<file path="config.mk">
export PLATFORM = sky130hd
export DESIGN_NAME = pad_sleep_ctrl
export DESIGN_NICKNAME = d
export VERILOG_FILES = /design/src/rtl/pss_pkg.sv /design/src/rtl/pss_cfg_regs.sv /design/src/rtl/pss_sleep_state.sv /design/src/rtl/pss_pad_override.sv /design/src/rtl/pad_sleep_ctrl.sv
export SDC_FILE = /design/constraint.sdc
export NUM_CORES = 1
export LEC_CHECK = 0
export BUFFER_PORTS_ARGS = -buffer_cell sky130_fd_sc_hd__buf_4
export CAP_MARGIN = 10
export CORE_MARGIN = 1.5
export CORE_UTILIZATION = 52
export DETAILED_ROUTE_END_ITERATION = 8
export HOLD_SLACK_MARGIN = 0.15
export MAX_ROUTING_LAYER = met4
export PLACE_DENSITY = 0.78
export RECOVER_POWER = 25
export SLEW_MARGIN = 20
export SYNTH_ARGS = -nofsm -noshare
export SYNTH_HDL_FRONTEND = slang
export SYNTH_SLANG_ARGS = --single-unit
</file>
<file path="constraint.sdc">
create_clock -name clk_i -period 1.5 [get_ports clk_i]
set_input_delay 0.225 -clock clk_i [delete_from_list [all_inputs] [get_ports clk_i]]
set_output_delay 0.225 -clock clk_i [all_outputs]
set_load 0.01 [all_outputs]
</file>
<file path="src/rtl/pss_pkg.sv">
// Shared types for the pad deep-sleep controller.
// Assumes: nothing beyond IEEE 1800-2017 packed types.
package pss_pkg;

    // Sleep behaviour codes; the numeric values are software-visible.
    typedef enum logic [1:0] {
        SLP_LOW   = 2'd0,
        SLP_HIGH  = 2'd1,
        SLP_FLOAT = 2'd2,
        SLP_HOLD  = 2'd3
    } sleep_mode_e;

    // Register field selector codes used on both write and read ports.
    typedef enum logic [1:0] {
        FLD_ARM    = 2'd0,
        FLD_MODE   = 2'd1,
        FLD_STATUS = 2'd2,
        FLD_LOCK   = 2'd3
    } field_e;

    localparam sleep_mode_e MODE_RESET = SLP_FLOAT;

endpackage

</file>
<file path="src/rtl/pss_cfg_regs.sv">
// Per-pad configuration storage: arm bit, sleep mode and lock bit.
// Also decodes status-clear requests, which are never blocked by the lock.
// Assumes: wr_pad_i addresses an existing pad; writes are single-cycle.
module pss_cfg_regs
    import pss_pkg::*;
#(
    parameter int NumPads = 4,
    parameter int IdxW    = 2
) (
    input  logic                      clk_i,
    input  logic                      rst_ni,
    input  logic                      wr_en_i,
    input  field_e                    wr_field_i,
    input  logic [IdxW-1:0]           wr_pad_i,
    input  logic [1:0]                wr_data_i,
    output logic [NumPads-1:0]        arm_o,
    output logic [NumPads-1:0][1:0]   mode_o,
    output logic [NumPads-1:0]        lock_o,
    output logic [NumPads-1:0]        clr_req_o
);

    for (genvar p = 0; p < NumPads; p++) begin : g_pad
        logic hit;
        logic arm_q;
        logic lock_q;
        sleep_mode_e mode_q;

        // Select this pad when the write index matches.
        assign hit = wr_en_i && (wr_pad_i == IdxW'(p));

        // Arm and mode registers, guarded by the lock bit.
        always_ff @(posedge clk_i) begin
            if (!rst_ni) begin
                arm_q  <= 1'b0;
                mode_q <= MODE_RESET;
            end else if (hit && lock_q) begin
                if (wr_field_i == FLD_ARM) begin
                    arm_q <= wr_data_i[0];
                end
                if (wr_field_i == FLD_MODE) begin
                    mode_q <= sleep_mode_e'(wr_data_i);
                end
            end
        end

        // Lock bit: only a write of 0 changes it; reset restores it.
        always_ff @(posedge clk_i) begin
            if (!rst_ni) begin
                lock_q <= 1'b1;
            end else if (hit && (wr_field_i == FLD_LOCK) && !wr_data_i[0]) begin
                lock_q <= 1'b0;
            end
        end

        // Status clear request: a write of 0 to the status field.
        assign clr_req_o[p] = hit && (wr_field_i == FLD_STATUS) && !wr_data_i[0];

        assign arm_o[p]  = arm_q;
        assign lock_o[p] = lock_q;
        assign mode_o[p] = mode_q;
    end

endmodule

</file>
<file path="src/rtl/pss_sleep_state.sv">
// Per-pad sticky sleep status and hold-mode capture registers.
// Entry sets the status of armed pads and captures the normal drive
// only if the status was clear; entry takes priority over a clear.
// Assumes: sleep_entry_i is synchronous to clk_i.
module pss_sleep_state #(
    parameter int NumPads = 4
) (
    input  logic               clk_i,
    input  logic               rst_ni,
    input  logic               sleep_entry_i,
    input  logic [NumPads-1:0] arm_i,
    input  logic [NumPads-1:0] clr_req_i,
    input  logic [NumPads-1:0] norm_out_i,
    input  logic [NumPads-1:0] norm_oe_i,
    output logic [NumPads-1:0] status_o,
    output logic [NumPads-1:0] hold_out_o,
    output logic [NumPads-1:0] hold_oe_o
);

    for (genvar p = 0; p < NumPads; p++) begin : g_pad
        logic enter;
        logic status_q;
        logic hold_out_q;
        logic hold_oe_q;

        // Entry applies to this pad only if it is armed.
        assign enter = sleep_entry_i && arm_i[p];

        // Sticky status: set on entry, cleared by software otherwise.
        always_ff @(posedge clk_i) begin
            if (!rst_ni) begin
                status_q <= 1'b0;
            end else if (enter) begin
                status_q <= 1'b1;
            end else if (clr_req_i[p]) begin
                status_q <= 1'b0;
            end
        end

        // Capture the normal drive on the edge that first sets status.
        always_ff @(posedge clk_i) begin
            if (!rst_ni) begin
                hold_out_q <= 1'b0;
                hold_oe_q  <= 1'b0;
            end else if (enter && !status_q) begin
                hold_out_q <= norm_out_i[p];
                hold_oe_q  <= norm_oe_i[p];
            end
        end

        assign status_o[p]   = status_q;
        assign hold_out_o[p] = hold_out_q;
        assign hold_oe_o[p]  = hold_oe_q;
    end

endmodule

</file>
<file path="src/rtl/pss_pad_override.sv">
// Per-pad output selector: normal drive when awake, sleep behaviour
// otherwise. Purely combinational.
// Assumes: hold values are valid whenever status is set in hold mode.
module pss_pad_override
    import pss_pkg::*;
#(
    parameter int NumPads = 4
) (
    input  logic [NumPads-1:0]      status_i,
    input  logic [NumPads-1:0][1:0] mode_i,
    input  logic [NumPads-1:0]      norm_out_i,
    input  logic [NumPads-1:0]      norm_oe_i,
    input  logic [NumPads-1:0]      hold_out_i,
    input  logic [NumPads-1:0]      hold_oe_i,
    output logic [NumPads-1:0]      pad_out_o,
    output logic [NumPads-1:0]      pad_oe_o
);

    for (genvar p = 0; p < NumPads; p++) begin : g_pad
        // Choose the drive for this pad from status and mode.
        always_comb begin
            if (!status_i[p]) begin
                pad_out_o[p] = norm_out_i[p];
                pad_oe_o[p]  = norm_oe_i[p];
            end else begin
                unique case (sleep_mode_e'(mode_i[p]))
                    SLP_LOW: begin
                        pad_out_o[p] = 1'b0;
                        pad_oe_o[p]  = 1'b1;
                    end
                    SLP_HIGH: begin
                        pad_out_o[p] = 1'b1;
                        pad_oe_o[p]  = 1'b1;
                    end
                    SLP_FLOAT: begin
                        pad_out_o[p] = 1'b0;
                        pad_oe_o[p]  = 1'b0;
                    end
                    default: begin
                        pad_out_o[p] = hold_out_i[p];
                        pad_oe_o[p]  = hold_oe_i[p];
                    end
                endcase
            end
        end
    end

endmodule

</file>
<file path="src/rtl/pad_sleep_ctrl.sv">
// Top of the pad deep-sleep controller: configuration registers, sticky
// sleep state, the per-pad override and a combinational readback mux.
// Assumes: synchronous active-low reset held for at least one edge.
module pad_sleep_ctrl
    import pss_pkg::*;
#(
    parameter int NumPads = 4,
    localparam int IdxW   = (NumPads > 1) ? $clog2(NumPads) : 1
) (
    input  logic               clk_i,
    input  logic               rst_ni,
    input  logic               sleep_entry_i,
    input  logic [NumPads-1:0] norm_out_i,
    input  logic [NumPads-1:0] norm_oe_i,
    input  logic               wr_en_i,
    input  logic [1:0]         wr_field_i,
    input  logic [IdxW-1:0]    wr_pad_i,
    input  logic [1:0]         wr_data_i,
    input  logic [1:0]         rd_field_i,
    input  logic [IdxW-1:0]    rd_pad_i,
    output logic [1:0]         rd_data_o,
    output logic [NumPads-1:0] pad_out_o,
    output logic [NumPads-1:0] pad_oe_o,
    output logic [NumPads-1:0] status_o
);

    logic [NumPads-1:0]      arm_q;
    logic [NumPads-1:0][1:0] mode_q;
    logic [NumPads-1:0]      lock_q;
    logic [NumPads-1:0]      clr_req;
    logic [NumPads-1:0]      status_q;
    logic [NumPads-1:0]      hold_out_q;
    logic [NumPads-1:0]      hold_oe_q;

    pss_cfg_regs #(
        .NumPads (NumPads),
        .IdxW    (IdxW)
    ) u_cfg (
        .clk_i      (clk_i),
        .rst_ni     (rst_ni),
        .wr_en_i    (wr_en_i),
        .wr_field_i (field_e'(wr_field_i)),
        .wr_pad_i   (wr_pad_i),
        .wr_data_i  (wr_data_i),
        .arm_o      (arm_q),
        .mode_o     (mode_q),
        .lock_o     (lock_q),
        .clr_req_o  (clr_req)
    );

    pss_sleep_state #(
        .NumPads (NumPads)
    ) u_state (
        .clk_i         (clk_i),
        .rst_ni        (rst_ni),
        .sleep_entry_i (sleep_entry_i),
        .arm_i         (arm_q),
        .clr_req_i     (clr_req),
        .norm_out_i    (norm_out_i),
        .norm_oe_i     (norm_oe_i),
        .status_o      (status_q),
        .hold_out_o    (hold_out_q),
        .hold_oe_o     (hold_oe_q)
    );

    pss_pad_override #(
        .NumPads (NumPads)
    ) u_ovr (
        .status_i   (status_q),
        .mode_i     (mode_q),
        .norm_out_i (norm_out_i),
        .norm_oe_i  (norm_oe_i),
        .hold_out_i (hold_out_q),
        .hold_oe_i  (hold_oe_q),
        .pad_out_o  (pad_out_o),
        .pad_oe_o   (pad_oe_o)
    );

    // Readback: pick the addressed pad, then the selected field.
    always_comb begin
        rd_data_o = 2'b00;
        for (int p = 0; p < NumPads; p++) begin
            if (rd_pad_i == IdxW'(p)) begin
                unique case (field_e'(rd_field_i))
                    FLD_ARM:    rd_data_o = {1'b0, arm_q[p]};
                    FLD_MODE:   rd_data_o = mode_q[p];
                    FLD_STATUS: rd_data_o = {1'b0, status_q[p]};
                    default:    rd_data_o = {1'b0, lock_q[p]};
                endcase
            end
        end
    end

    assign status_o = status_q;

endmodule

</file>
==> flow_summary.ini <==
[routing]
via_per_inst = 5.827
met3_length_um = 357
wl_met1_mm = 1.602
wl_per_cell_um = 15.10
top_layer = met4
drt-total-wl_mm = 3.836
wl_met2_mm = 1.821
dr.first_iter.drc_count = 106
firstDrtPassIters = 4
drc_errors = 0
vias = 1480
antenna_left = 0

[logic_synthesis]
avgSynthCellArea_um2 = 8.635
synth_mux_area_share_pct = 15.91
synthAdderAreaFrac_pct = 0
synth_edf_count = 0
synth_cells = 173
syn_nets = 195
yosys_most_used_dff = dfxtp_1
synth-seq-cells = 28
netlist_top_cells_count = dfxtp_1 (28), o21ai_0 (24), nand3_1 (17)
async_flop_share_pct = 0
synthTopCellsByArea = dfxtp_1 (38%), o21ai_0 (8.0%), mux2i_1 (7.4%)
synth_top_family_by_area = simple AND/OR/NAND/NOR gates
yosysTopAreaCell = dfxtp_1
synth.most_common_cell = dfxtp_1
ys_seq_area_share_pct = 37.52
synth-simple-area-share_pct = 23.70
yosysTopAreaCellShare_pct = 37.52
synth.distinct_cells = 28
synth.cell_area_um2 = 1494
yosys_warnings = 0
synth_xor_area_share_pct = 0
synth_compound_area_share_pct = 15.75

[placement]
dp_hpwl_mm = 2.852
io_buffer_count = 35
place_congestion = 0.8726
place_inst = 241

[sta]
worst_slack_ns = -0.2589
min_period_ns = 1.759
skew_ns = 0.0006651
worstMarginPinSlew_ns = 0.4869
final.period_utilization_pct = 117.3
final_max_slew_viol_count = 0
slew_headroom_pct = 67.47
grt_setup_unrepaired = true
setup_viol = 2
fmax_mhz = 568.5
final_hold_viol_count = 0

[hold_path]
min_to = u_state.g_pad[2].hold_oe_q
hold_start = norm_oe_i[2]
hold_depth = 3
hold_class = in -> reg

[global_route]
grt_usage_pct = 25.67
gr-total-overflow = 0
antenna_found_initial = 0
grt_pass1_wl_mm = 6.237
grt_pass1_vias = 1354
grt_start_max_net_pins = 19

[final_layout]
layout-drive-gt1-share_pct = 34.98
areaGrowthSynthToFinish_pct = 31.74
antennaDiodeCount = 0
fin_nets = 247
fin_cells = 254

[setup_path]
critical_path.max_stage_delay_ns = 0.49
cp_data_arrival_time_ns = 1.53
cp_top_family = multiplexers
reg2reg_from = u_cfg.g_pad[1].lock_q
rr_endpoint = u_cfg.g_pad[1].mode_q[1]
start_kind = flop
path_max_fanout = 2
worst-path-buf-inv = 1
slowest_stage = mux4_1
r2r_cells = 4
rrSetupSlack_ns = 0.45
worstPathCellList = mux4_1 > mux2i_1 > mux2i_1 > buf_4
endpoint_kind = output pin
crit_required_ns = 1.27
timing.critical_path.mode_cell = mux2i_1
crit_type = reg -> out

[die]
die_area_um2 = 3204
chipHeight_um = 56.60
core_um2 = 2734
num_io_pins = 36
die_w_um = 56.60
num_rows = 19
initial_utilization_pct = 54.65

[power_and_ir_drop]
peakVddDrop_uv = 668.8
power.density_nw_per_um2 = 651.3
p_comb_share_pct = 18.3
netSwitchingFraction_pct = 24.45
p_switching_uw = 313.4
p_leak_uw = 0.0008659
power.total_uw = 1282
p_int_uw = 968.5
clkPwrFrac_pct = 22.5
seq_power_share_pct = 59.2

[clock_tree]
cts_buffer_depth = 2
clkTransAtPathRegs_ns = 0.13
clock-sinks = 28
h-tree-depth = 1
root_buffer = clkbuf_4
cts_buffers = 3
insertion_delay_ns = 0.31
tritoncts = yes

[job]
maxCapViolCount = 0

[status]
violations = negative setup slack
outcome = finished with violations
==> how the worst max path moves through the flow <==
stage,depth (start not counted),slack [ns],to,start
after floorplan,3,0.20,rd_data_o[0],u_state.g_pad[3].status_q
final,4,-0.26,rd_data_o[0],u_cfg.g_pad[3].arm_q
after detailed placement,5,-0.003,rd_data_o[0],rd_field_i[1]
after global placement,5,0.03,rd_data_o[0],rd_field_i[1]
after CTS,4,-0.26,rd_data_o[0],u_cfg.g_pad[0].lock_q
after global routing,4,-0.33,rd_data_o[0],u_cfg.g_pad[0].lock_q
==> layout by cell type, fill, tap and decap left out, drive strengths merged, types with 2 or more instances in the layout <==
| master | instances |
|---|---|
| buf | 53 |
| o21ai | 24 |
| nor2 | 13 |
| o211ai | 4 |
| and4b | 2 |
| clkbuf | 4 |
| mux2i | 11 |
| dlygate4sd3 | 6 |
| nand2 | 12 |
| mux4 | 5 |
| or3b | 2 |
| nand4b | 2 |
| inv | 9 |
| nand3b | 7 |
| a31oi | 4 |
| dfxtp | 28 |
| nand3 | 17 |
| a21oi | 12 |
==> tightest hold or removal path: stages <==
cell,delay [ns]
buf_4,0.09
mux2i_1,0.05
nor2_1,0.08
==> layout make-up <==
type                       instances  area (um^2)
sequential                        28        576.8
timing repair buffer              60        480.5
multi-input combinational        123        815.8
fill                             215        765.7
clock buffer                       3        22.52
inverter                           9        33.78
tap                               31        38.79
==> power by group through the flow <==
| stage | clock, uW | combinational, uW | sequential (uW) |
|---|---|---|---|
| floorplan | 0 | 107 | 774 |
| global placement | 0 | 205 | 774 |
| detailed placement | 0 | 211 | 774 |
| CTS | 298 | 225 | 758 |
| global route | 331 | 255 | 760 |
| finish | 288 | 235 | 759 |
==> per-stage QoR <==
step | util (%) | setup slack (ns) | TNS, ns | area [um^2] | hold slack [ns]
after floorplan | - | 0.1986 | 0 | 1494 | 0.3689
after global placement | 67.14 | 0.03221 | 0 | 1836 | 0.4631
after detailed placement | 67.14 | -0.002627 | -0.002627 | 1836 | 0.4718
after CTS | 70.48 | -0.2597 | -0.4320 | 1927 | 0.1510
after global routing | 71.99 | -0.3327 | -0.6442 | 1968 | 0.1551
final | 71.99 | -0.2589 | -0.4349 | 1968 | 0.1546
==> layer usage <==
metal / up-vias / GRT usage (%)
met1: 680 / 35.38
met4: 0 / 7.823
met3: 6 / 2.304
li1: 726 / -
met2: 68 / 40.20
met5: - / -
==> state kept, by name, summed over array words and instances, names as in the netlist <==
name and flops:
u_cfg.g_pad.lock_q 4, u_state.g_pad.hold_oe_q 4, u_state.g_pad.status_q 4, u_state.g_pad.hold_out_q 4, u_cfg.g_pad.arm_q 4, u_cfg.g_pad.mode_q 8
==> what timing repair did <==
item                                   in CTS  in global routing
endpoints found under the hold margin      10                  2
gates resized for setup                    11                 15
setup buffers                               3                  2
pin swaps                                   1                  2
hold buffers                                4                  2
setup endpoints to repair                   2                  7
==> kinds of logic (layout without fill, tap and decap cells) <==
logic type      Yosys count  in the layout
buf+inv                  22             72
compound gates           44             44
simple gates             63             63
mux                      16             16
flops                    28             28
No activity file was read; power rests on OpenSTA's default activity.
